==> src/rtl/dmasel_pkg.sv <==
package dmasel_pkg;

   typedef enum logic [1:0] {
      CLS_NONE   = 2'd0,
      CLS_SINGLE = 2'd1,
      CLS_BURST  = 2'd2,
      CLS_BOTH   = 2'd3
   } cls_e;

   localparam int DATA_W = 32;

   // Fixed class of candidate slot (ch, opt); seed shifts the pattern
   function automatic cls_e src_class(input int ch, input int opt, input int seed);
      int h;
      h = (ch * 7 + opt * 3 + seed) % 5;
      case (h)
         0:       return CLS_NONE;
         1:       return CLS_SINGLE;
         2:       return CLS_BURST;
         default: return CLS_BOTH;
      endcase
   endfunction

endpackage

==> src/rtl/dmasel_regs.sv <==
module dmasel_regs #(
   parameter int NUM_CH = 16,
   parameter int MAP_W  = 4,
   parameter int ADDR_W = 4
) (
   input  logic                         clk,
   input  logic                         rst,
   input  logic [ADDR_W-1:0]            reg_addr,
   input  logic                         reg_wr,
   input  logic [dmasel_pkg::DATA_W-1:0] reg_wdata,
   output logic [dmasel_pkg::DATA_W-1:0] reg_rdata,
   output logic [NUM_CH*MAP_W-1:0]      map_o
);
   localparam int FPR        = dmasel_pkg::DATA_W / MAP_W;
   localparam int NUM_MAPREG = (NUM_CH + FPR - 1) / FPR;
   localparam logic [ADDR_W-1:0] LEG_ADDR = ADDR_W'(NUM_MAPREG);

   logic [MAP_W-1:0] field_q [NUM_CH];

   for (genvar c = 0; c < NUM_CH; c++) begin : g_field
      localparam int REG_IDX = c / FPR;
      localparam int SLOT    = c % FPR;
      localparam logic [ADDR_W-1:0] MY_ADDR = ADDR_W'(REG_IDX);

      always_ff @(posedge clk) begin
         if (rst) begin
            field_q[c] <= '0;
         end else if (reg_wr && reg_addr == MY_ADDR) begin
            field_q[c] <= reg_wdata[SLOT*MAP_W +: MAP_W];
         end else if (reg_wr && reg_addr == LEG_ADDR) begin
            field_q[c] <= {{(MAP_W-1){1'b0}}, reg_wdata[c]};
         end
      end

      assign map_o[c*MAP_W +: MAP_W] = field_q[c];

      assert_map_write_R7: assert property (@(posedge clk) disable iff (rst)
         (reg_wr && reg_addr == MY_ADDR) |=>
            map_o[c*MAP_W +: MAP_W] == $past(reg_wdata[SLOT*MAP_W +: MAP_W]));

      assert_legacy_write_R4: assert property (@(posedge clk) disable iff (rst)
         (reg_wr && reg_addr == LEG_ADDR) |=>
            map_o[c*MAP_W +: MAP_W] == {{(MAP_W-1){1'b0}}, $past(reg_wdata[c])});

      assert_hold_R9: assert property (@(posedge clk) disable iff (rst)
         !reg_wr |=> $stable(map_o[c*MAP_W +: MAP_W]));

      assert_legacy_read_R3: assert property (@(posedge clk) disable iff (rst)
         (reg_addr == LEG_ADDR && map_o[c*MAP_W +: MAP_W] == '0) |-> !reg_rdata[c]);
   end

   always_comb begin
      reg_rdata = '0;
      for (int c = 0; c < NUM_CH; c++) begin
         if (reg_addr == LEG_ADDR) begin
            reg_rdata[c] = |field_q[c];
         end else if (reg_addr == ADDR_W'(c / FPR)) begin
            reg_rdata[(c % FPR)*MAP_W +: MAP_W] = field_q[c];
         end
      end
   end

endmodule

==> src/rtl/dmasel_chan_mux.sv <==
module dmasel_chan_mux #(
   parameter int CH         = 0,
   parameter int NUM_OPT    = 9,
   parameter int MAP_W      = 4,
   parameter int CLASS_SEED = 0
) (
   input  logic               clk,
   input  logic               rst,
   input  logic [MAP_W-1:0]   sel,
   input  logic [NUM_OPT-1:0] src_single,
   input  logic [NUM_OPT-1:0] src_burst,
   output logic               req_single,
   output logic               req_burst
);
   logic [NUM_OPT-1:0] s_ok;
   logic [NUM_OPT-1:0] b_ok;

   for (genvar o = 0; o < NUM_OPT; o++) begin : g_opt
      localparam dmasel_pkg::cls_e CLS = dmasel_pkg::src_class(CH, o, CLASS_SEED);
      localparam logic [MAP_W-1:0] ENC = MAP_W'(o);

      if (CLS == dmasel_pkg::CLS_BOTH) begin : g_both
         assign s_ok[o] = src_single[o];
         assign b_ok[o] = src_burst[o];
      end else if (CLS == dmasel_pkg::CLS_SINGLE) begin : g_single
         logic unused_b;
         assign unused_b = src_burst[o];
         assign s_ok[o] = src_single[o];
         assign b_ok[o] = 1'b0;
         assert_single_only_R5: assert property (@(posedge clk) disable iff (rst)
            (sel == ENC) |-> (!req_burst && req_single == src_single[o]));
      end else if (CLS == dmasel_pkg::CLS_BURST) begin : g_burst
         logic unused_s;
         assign unused_s = src_single[o];
         assign s_ok[o] = 1'b0;
         assign b_ok[o] = src_burst[o];
         assert_burst_only_R5: assert property (@(posedge clk) disable iff (rst)
            (sel == ENC) |-> (!req_single && req_burst == src_burst[o]));
      end else begin : g_none
         logic unused_sb;
         assign unused_sb = src_single[o] ^ src_burst[o];
         assign s_ok[o] = 1'b0;
         assign b_ok[o] = 1'b0;
         assert_reserved_slot_R6: assert property (@(posedge clk) disable iff (rst)
            (sel == ENC) |-> (!req_single && !req_burst));
      end
   end

   always_comb begin
      req_single = 1'b0;
      req_burst  = 1'b0;
      for (int o = 0; o < NUM_OPT; o++) begin
         if (int'(sel) == o) begin
            req_single = s_ok[o];
            req_burst  = b_ok[o];
         end
      end
   end

   assert_reserved_enc_R2: assert property (@(posedge clk) disable iff (rst)
      (int'(sel) >= NUM_OPT) |-> (!req_single && !req_burst));

endmodule

==> src/rtl/dmasel_top.sv <==
module dmasel_top #(
   parameter int NUM_CH     = 16,
   parameter int NUM_OPT    = 9,
   parameter int MAP_W      = 4,
   parameter int ADDR_W     = 4,
   parameter int CLASS_SEED = 0
) (
   input  logic                        clk,
   input  logic                        rst,
   input  logic [ADDR_W-1:0]           reg_addr,
   input  logic                        reg_wr,
   input  logic [31:0]                 reg_wdata,
   output logic [31:0]                 reg_rdata,
   input  logic [NUM_CH*NUM_OPT-1:0]   src_single,
   input  logic [NUM_CH*NUM_OPT-1:0]   src_burst,
   output logic [NUM_CH-1:0]           ch_single,
   output logic [NUM_CH-1:0]           ch_burst
);
   localparam int FPR        = dmasel_pkg::DATA_W / MAP_W;
   localparam int NUM_MAPREG = (NUM_CH + FPR - 1) / FPR;

   if (NUM_CH < 1 || NUM_CH > dmasel_pkg::DATA_W) begin : g_bad_ch
      $error("NUM_CH must be 1 to 32");
   end
   if (NUM_OPT < 2 || NUM_OPT > (1 << MAP_W)) begin : g_bad_opt
      $error("NUM_OPT must be at least 2 and fit the field");
   end
   if (dmasel_pkg::DATA_W % MAP_W != 0) begin : g_bad_w
      $error("MAP_W must divide the word width");
   end
   if (NUM_MAPREG + 1 > (1 << ADDR_W)) begin : g_bad_a
      $error("ADDR_W too small for map and legacy words");
   end

   logic [NUM_CH*MAP_W-1:0] map;

   dmasel_regs #(.NUM_CH(NUM_CH), .MAP_W(MAP_W), .ADDR_W(ADDR_W)) u_regs (
      .clk       (clk),
      .rst       (rst),
      .reg_addr  (reg_addr),
      .reg_wr    (reg_wr),
      .reg_wdata (reg_wdata),
      .reg_rdata (reg_rdata),
      .map_o     (map)
   );

   for (genvar c = 0; c < NUM_CH; c++) begin : g_ch
      dmasel_chan_mux #(
         .CH(c), .NUM_OPT(NUM_OPT), .MAP_W(MAP_W), .CLASS_SEED(CLASS_SEED)
      ) u_mux (
         .clk        (clk),
         .rst        (rst),
         .sel        (map[c*MAP_W +: MAP_W]),
         .src_single (src_single[c*NUM_OPT +: NUM_OPT]),
         .src_burst  (src_burst[c*NUM_OPT +: NUM_OPT]),
         .req_single (ch_single[c]),
         .req_burst  (ch_burst[c])
      );
   end

endmodule

==> config.mk <==
export PLATFORM = sky130hd
export DESIGN_NAME = dmasel_top
export DESIGN_NICKNAME = d
export VERILOG_FILES = /design/src/rtl/dmasel_pkg.sv /design/src/rtl/dmasel_regs.sv /design/src/rtl/dmasel_chan_mux.sv /design/src/rtl/dmasel_top.sv
export SDC_FILE = /design/constraint.sdc
export NUM_CORES = 1
export LEC_CHECK = 0
export ABC_AREA = 1
export BUFFER_PORTS_ARGS = -buffer_cell sky130_fd_sc_hd__buf_2
export CORE_AREA = 4 4 152 154
export CTS_BUF_LIST = sky130_fd_sc_hd__clkbuf_4
export DETAILED_ROUTE_END_ITERATION = 8
export DIE_AREA = 0 0 156 158
export PLACE_DENSITY_LB_ADDON = 0.05
export SLEW_MARGIN = 20
export SYNTH_ARGS = -nofsm -noshare
export SYNTH_HDL_FRONTEND = slang
export SYNTH_SLANG_ARGS = --single-unit
export TNS_END_PERCENT = 1
==> constraint.sdc <==
create_clock -name clk -period 6.6 [get_ports clk]
set_clock_uncertainty 0.2 [all_clocks]
set_input_delay 1.32 -clock clk [delete_from_list [all_inputs] [get_ports clk]]
set_output_delay 1.32 -clock clk [all_outputs]
set_load 0.05 [all_outputs]
== Word level (Yosys, flattened, before mapping) ==
Memory sizes are Yosys's and may differ from the RTL's.
Index checks and enable logic that the tools add are counted.
W data, S select, Z words.

* Memories kept: 1
* Logic and storage cells: 556
* Bits of input ports: 327
* Bits in read-only memories: 0
* Bits in writable memories: 64
* Register bits: 0
* Bits in latches: 0

* Div/mod/pow operators: 0
* Bitwise operators: 32
* Reductions and logical operators: 32
* Shifts and indexed selects: 0
* $mul: 0
* Equality and inequality tests: 130
* Mux-type cells: 361
* Order comparisons: 0
* Add/subtract/negate cells: 0

{| class="wikitable"
|+ Memories
! memory !! words !! bits a word !! rd ports !! clocked after Yosys merged registers in !! write ports !! line !! text
|-
| u_regs.field_q || 16 || 4 || 16 || 0 || 16 || dmasel_regs.sv:18 || <nowiki>logic [MAP_W-1:0] field_q [NUM_CH];</nowiki>
|}

{| class="wikitable"
|+ Operators with widths
! operator !! count
|-
| $eq A4 B4 Y1 const B || 80
|-
| $mux W1 || 302
|-
| $mux W4 || 58
|-
| $eq A4 B3 Y1 const B || 32
|-
| $eq A4 B2 Y1 const B || 17
|-
| $reduce_or A4 Y1 || 16
|-
| $logic_not A4 Y1 || 13
|-
| $or A1 B1 Y1 || 32
|-
| $eq A4 B1 Y1 const B || 1
|-
| $logic_and A1 B1 Y1 || 3
|-
| $mux W2 || 1
|}

== Logic depth before layout (Yosys ltp) ==
Gate-level depths: netlist of run 1.
An unclocked memory read counts as a cell.

* Depth after elaboration: 11
* Depth in mapped cells: 8

== Cells and area by module ==
From an unflattened synthesis of run 1, not the netlist that was laid out.

* Cells, all modules: 889
* Area, all modules: 5641.7 µm²

{| class="wikitable"
|+ By module, submodules not included
! module !! area an instance (µm²) !! times used !! sequential area each (µm²) !! cells each
|-
| dmasel_regs || 3310.7 || 1 || 1921.8 || 367
|-
| dmasel_chan_mux at g_ch[0].u_mux ... || 146.4 || 4 || 0.0 || 33
|-
| dmasel_chan_mux at g_ch[12].u_mux ... || 158.9 || 3 || 0.0 || 33
|-
| dmasel_chan_mux at g_ch[14].u_mux ... || 143.9 || 3 || 0.0 || 32
|-
| dmasel_chan_mux at g_ch[11].u_mux ... || 142.6 || 3 || 0.0 || 34
|-
| dmasel_chan_mux at g_ch[13].u_mux ... || 136.4 || 3 || 0.0 || 31
|}

== Worst setup path after synthesis of run 1 ==
OpenSTA, ideal clock, no wires.

* Path type: input to register
* Start point: input port reg_addr[3]
* End point: memory u_regs.field_q[0][0], enable pin
* Arrival time: 3.959 ns
* Path slack: 1.975 ns
* Cell stages on the path: 3
* Cells stage by stage: nor2_4 > nand2_1 > o21ai_0

{| class="wikitable"
|+ RTL lines
! item !! line !! text
|-
| start, declared || dmasel_top.sv:10 || <nowiki>input logic [ADDR_W-1:0] reg_addr,</nowiki>
|-
| end, declared || dmasel_regs.sv:18 ||
|}

== Worst setup path in the final report of run 1 ==
* Start point: input port reg_addr[3]
* End point: output port reg_rdata[2]

* Longest elaborated chain between the ends: 5

{| class="wikitable"
|+ Ends and longest elaborated chain
! item !! line !! text
|-
| $logic_not A4 Y1 || dmasel_regs.sv:57 || <nowiki>end else if (reg_addr == ADDR_W'(c / FPR)) begin</nowiki>
|-
| $mux W4 || dmasel_regs.sv:57 ||
|-
| $mux W1 || dmasel_regs.sv:55 || <nowiki>if (reg_addr == LEG_ADDR) begin</nowiki>
|-
| $mux W4 || dmasel_regs.sv:57 ||
|-
| $mux W4 * || dmasel_regs.sv:55 ||
|-
| end, declared || dmasel_top.sv:13 || <nowiki>output logic [31:0] reg_rdata,</nowiki>
|}

Every way passes the cells marked *; elsewhere a longest branch is shown, timed or not.

==> run metrics, run 1 <==
Final Cell Area=just under 0.007 sq mm; static leakage=~0.0034 uW; fraction of layout cells with a size suffix above 1=30.4%; die area=approximately 0.025 sq mm; asr flop ratio synth=0%; first-pass detailed-route iteration total=5; Longest Clk Path Bufs=2; hold crit path type=primary input to register; post-route DRC violation count=0; vias per inst=between 4 and 5; Post-Route WL=approximately 21000 um; total gr overflow=0; RSZ-0062 raised after global routing=no; most common cell after layout, fill and taps aside=buf_2; Post-synth EDFFs=64; layout net count=about 1300; number of distinct library cells after synthesis=27; xor-xnor portion of the synthesized cell area=0%; global-route wire length before repair=~32000 um; Core Rows=54; post-route ant nets=0; filler instances=2499; Root Buffer=clkbuf_4; most frequent cells in the layout=275 x buf_2, 153 x nor2_1, 135 x nand2_1; Synth Area in Adders=0%; Final Slew Violations=0; critical path class=primary input to primary output; CP max-delay cell=nor2_4; Layout Area Growth over Synthesis=28.6%; placed cell area=0.00672 sq mm; Post-CTS Setup Inserts=0; routed len/inst=about 17 um; CP cell instances=buf_2 > nor2_4 > nand2_1 > nor2_4 > o21ai_0 > o211ai_1 > buf_2; H-tree levels=3; routed vias=roughly 6000; detailed-placement wirelength estimate=about 17000 um; Post-Synthesis Cells=around 770; cts hold-fix bufs=0; Largest register FFs=64; # resized after CTS=0; pwr dens=159 mW/mm^2; outcome=completed; Buf/Inv on CP=2; Worst Path Max Fanout=25; max incr delay on CP=approximately 600 ps; actual slew at the worst max-slew pin=between 800 and 900 ps; Yosys reg bits=64; mapped cell area=roughly 0.0053 sq mm; Starting Density=between 20 and 25%; Seq/Total Area, Yosys=36.2%; placer congestion estimate=0.778; DRT iter0 DRCs=around 280; # port buffers=between 200 and 300; gr usage total=16.7%; CP top delay family=simple AND/OR/NAND/NOR gates; number of global-route vias before repair=approximately 6000; Syn Nets=~1100; CP startpoint kind=primary input; Avg Inst Size Synth=6.91 sq um; CP Data Arrival Time=between 3000 and 4000 ps; Setup TNS=0 ps; Largest regs=u_regs.field_q: 64 flops; CTS tree=yes; Syn. warnings=0; setup violators final=0; crit path time final=about 4800 ps; core area=0.0217 sq mm; period utilisation layout=roughly 73%; final hold viol count=0; initial antenna violation count=4; die width=about 160 um; Sink Count=64; io pins=approximately 390; Worst Path Required=around 5100 ps; crit end category=primary output; top_reg_cell synth=edfxtp_1; max cap viols=0; Top reg by flops=u_regs.field_q; die height=roughly 160 um; Rel. slew slack=approximately two fifths; Synth Area in Compound Gates=between 8 and 9%; synthesized-area fraction occupied by and/or/nand/nor cells=40.3%; largest net degree at the start of global routing=35; combinational family with the most area after synthesis=simple AND/OR/NAND/NOR gates; worst vdd ir=between 0.05 and 0.06 mV; CTS buffer count=9; f_max=207 MHz; mux contribution to synthesized area=0%; Reg clk slew, reported paths=~100 ps
cell usage after synthesis (7+ instances only):
cell type  count  share of area, %
o21ai_0       17               1.6
a21oi_1        7              0.66
nor2_1       153                11
inv_1        115               8.1
o22ai_1       21               2.5
nor3_1        12               1.1
o211ai_1      23               3.2
nand2_1      135               9.5
clkbuf_1       7              0.49
buf_4         32               4.5
nand3_1       82               7.7
edfxtp_1      64                36
nand4_1       71               8.4
layout make-up:
type / instances / area [sq um] / area share (%)
antenna: 2 / 5.00 / 0.0732
multi-input combinational: 539 / 2630 / 38.4
timing repair buffer: 276 / 1380 / 20.3
tap: 280 / 350 / 5.13
inverter: 117 / 442 / 6.46
clock buffer: 13 / 97.6 / 1.43
clock inverter: 2 / 7.51 / 0.110
sequential: 64 / 1920 / 28.1
per-layer routing:
| layer | wire (um) | GRT usage (%) |
|---|---|---|
| met5 | 21 | 0 |
| met4 | 276 | 4.59 |
| met3 | 1730 | 4.59 |
| met2 | 9620 | 26.6 |
| met1 | 9690 | 22.3 |
worst paths after layout:
kind  cells after the start     startpoint  slack (ps)               endpoint
max                       7    reg_addr[3]        1760           reg_rdata[2]
min                       3  reg_wdata[18]        1000  u_regs.field_q[0][18]
where the power goes:
group | switching [uW] | total, uW | internal [uW]
combinational | 236 | 341 | 105
clock | 143 | 233 | 90.4
sequential | 34.8 | 509 | 474
total | 414 | 1080 | 669
cells by family (layout without fill, tap and decap cells):
logic type,after synthesis,after routing
simple gates,466,466
buf+inv,166,408
compound gates,73,73
flops,64,64
other cells,0,2
through the flow:
step / setup slack, ps / util (%) / hold WS [ps] / total power (uW) / cells
finish: 1760 / 31.5 / 997 / 1080 / 1293
global route: 1570 / 31.5 / 975 / 1150 / 1293
CTS: 1690 / 31.5 / 947 / 1100 / 1291
detailed placement: 1690 / 31.0 / 1440 / 863 / 1276
global placement: 1730 / 31.0 / 1440 / 866 / 1276
floorplan: 1980 / - / 1340 / 748 / 769
Power figures use the tool's default switching activity.
==> run 2: changes to the inputs <==
Settings changed: ABC_AREA 1 to 0, CORE_AREA 4 4 152 154 to 4 4 151 153, DIE_AREA 0 0 156 158 to 0 0 155 157.
Clock period 6.6 ns to 5.1 ns, I/O delays scaled along.
==> run metrics, run 2 <==
top_reg_cell synth=edfxtp_1; Sink Count=64; placed cell area=approximately 0.0066 sq mm; # port buffers=roughly 280; Root Buffer=clkbuf_4; CP Data Arrival Time=2760 ps; crit end category=primary output; Post-CTS Setup Inserts=0; Largest regs=u_regs.field_q: 64 flops; most frequent cells in the layout=275 x buf_2, 64 x edfxtp_1, 61 x nor2_1; max cap viols=0; filler instances=2345; asr flop ratio synth=0%; hold crit path type=primary input to register; worst vdd ir=0.0677 mV; Syn Nets=933; CP startpoint kind=primary input; Seq/Total Area, Yosys=between 30 and 40%; most common cell after layout, fill and taps aside=buf_2; Core Rows=54; Syn. warnings=0; # resized after CTS=0; Post-Synthesis Cells=around 610; Yosys reg bits=64; register area=0.00192 sq mm; Yosys top cell by area=edfxtp_1; Largest register FFs=64; total gr overflow=0; CP max-delay cell=buf_2; cts hold-fix bufs=0; die area=about 0.024 sq mm; gr usage total=between 10% and 20%; Final Cell Area=0.00672 sq mm; Top reg by flops=u_regs.field_q; Worst Path Required=between 3000 and 4000 ps; vias per inst=5.03; Longest Clk Path Bufs=2; DRT iter0 DRCs=about 350; CP dominant cell by count=buf_2; Post-Route WL=about 21000 um; layout net count=approximately 1100; period utilisation layout=78.1%; H-tree levels=3; Pwr Total=1400 uW; RSZ-0062 raised after global routing=no; Buf/Inv on CP=4; first-pass detailed-route iteration total=5; CTS buffer count=9; initial antenna violation count=2; routed len/inst=18.8 um; final hold viol count=0; static leakage=0.00307 uW; placer congestion estimate=around 0.87; Worst Path Max Fanout=24; CP cell instances=buf_2 > inv_1 > nor3b_1 > buf_4 > o21ai_0 > buf_2; number of global-route vias before repair=~5500; actual slew at the worst max-slew pin=a little under 1000 ps; die height=roughly 160 um; post-route DRC violation count=0; CP top delay family=buffers and inverters; Setup TNS=0 ps; core area=0.0216 sq mm; cells taking the most area after synthesis=edfxtp_1 36%, buf_4 4.9%, mux2i_1 4.9%; CTS tree=yes; post-synth top area share=between 30 and 40%; Layout Area Growth over Synthesis=25.5%; Avg Inst Size Synth=8.83 sq um; Post-synth EDFFs=64; hold_sp=reg_wdata[18]; largest net degree at the start of global routing=38; Rel. slew slack=roughly a third; Multi-input gate area=around 0.0029 sq mm; number of distinct library cells after synthesis=57; f_max=approximately 250 MHz; Starting Density=24.8%; Post-synth top cells=64 x edfxtp_1, 61 x nor2_1, 47 x nand2_1, 47 x o21ai_0, 35 x buf_4; Util after Layout=31.2%; hold path depth=2; Reg clk slew, reported paths=~110 ps; critical path class=primary input to primary output; detailed-placement wirelength estimate=16000 um; crit path time final=roughly 4000 ps; count leader, synth=edfxtp_1; post-route ant nets=0; die width=between 150 and 200 um; global-route wire length before repair=a little over 30000 um; mapped cell area=0.00535 sq mm; pwr dens=~210 mW/mm^2; max incr delay on CP=around 400 ps; Final Slew Violations=0; outcome=completed; setup violators final=0; io pins=391; final hold slack=~700 ps; fraction of layout cells with a size suffix above 1=a little under two fifths; hold path endpoint=u_regs.field_q[0][18]; routed vias=5536
-- run 2: cell types whose count changed in the layout (fill, tap and decap cells not counted), moves of 26 or more --
cell,change
nand4_1,-70
nor2_1,-92
o21ai_0,+31
nand3_1,-69
and3_1,+28
inv_1,-103
nand2_1,-88
mux2i_1,+26
-- run 2: report_power, final --
group | internal, uW | leakage (uW) | switching, uW
sequential | 616 | 0.000617 | 75.9
combinational | 164 | 0.00239 | 264
clock | 110 | 0.0000607 | 174
total | 889 | 0.00307 | 515
-- run 2: worst max-delay path by stage --
stage                start            end  slack (ps)  depth (start not counted)
2_1_floorplan  reg_addr[1]  reg_rdata[12]        1040                          5
3_3_place_gp   reg_addr[1]   reg_rdata[6]        1050                          6
3_5_place_dp   reg_addr[1]   reg_rdata[6]        1010                          6
4_1_cts        reg_addr[1]   reg_rdata[6]        1000                          6
5_1_grt        reg_addr[1]   reg_rdata[6]         950                          6
6_report       reg_addr[1]   reg_rdata[6]        1120                          6
-- run 2: stage by stage --
stage          instances  worst slack, ps
6_report            1101             1120
4_1_cts             1099              996
5_1_grt             1101              953
2_1_floorplan        606             1040
3_3_place_gp        1085             1050
3_5_place_dp        1085             1010
-- run 2: layout make-up --
cell class              count  share of cell area [%]
clock buffers              12                    1.34
multi-input cells         446                    42.6
diodes                      2                  0.0745
repair buffers            283                    21.4
well taps                 280                    5.22
flip-flops and latches     64                    28.6
inverters                  12                   0.671
clock inverters             2                   0.130
-- run 2: cells by family after synthesis --
| logic type | after synthesis | synth area share [%] |
|---|---|---|
| AOI/OAI and AO/OA | 167 | 21.3 |
| DFF | 64 | 35.9 |
| buffers and inverters | 96 | 10.8 |
| muxes | 36 | 7.46 |
| and+or+nand+nor | 243 | 24.6 |
-- run 2: metal layers --
| metal | vias to the layer above | wire length, um | GRT usage (%) |
|---|---|---|---|
| met3 | 16 | 1570 | 3.52 |
| met5 | - | 0 | 0 |
| met2 | 219 | 9760 | 26.8 |
| li1 | 2655 | - | - |
| met1 | 2646 | 9150 | 21.6 |
| met4 | 0 | 248 | 3.87 |
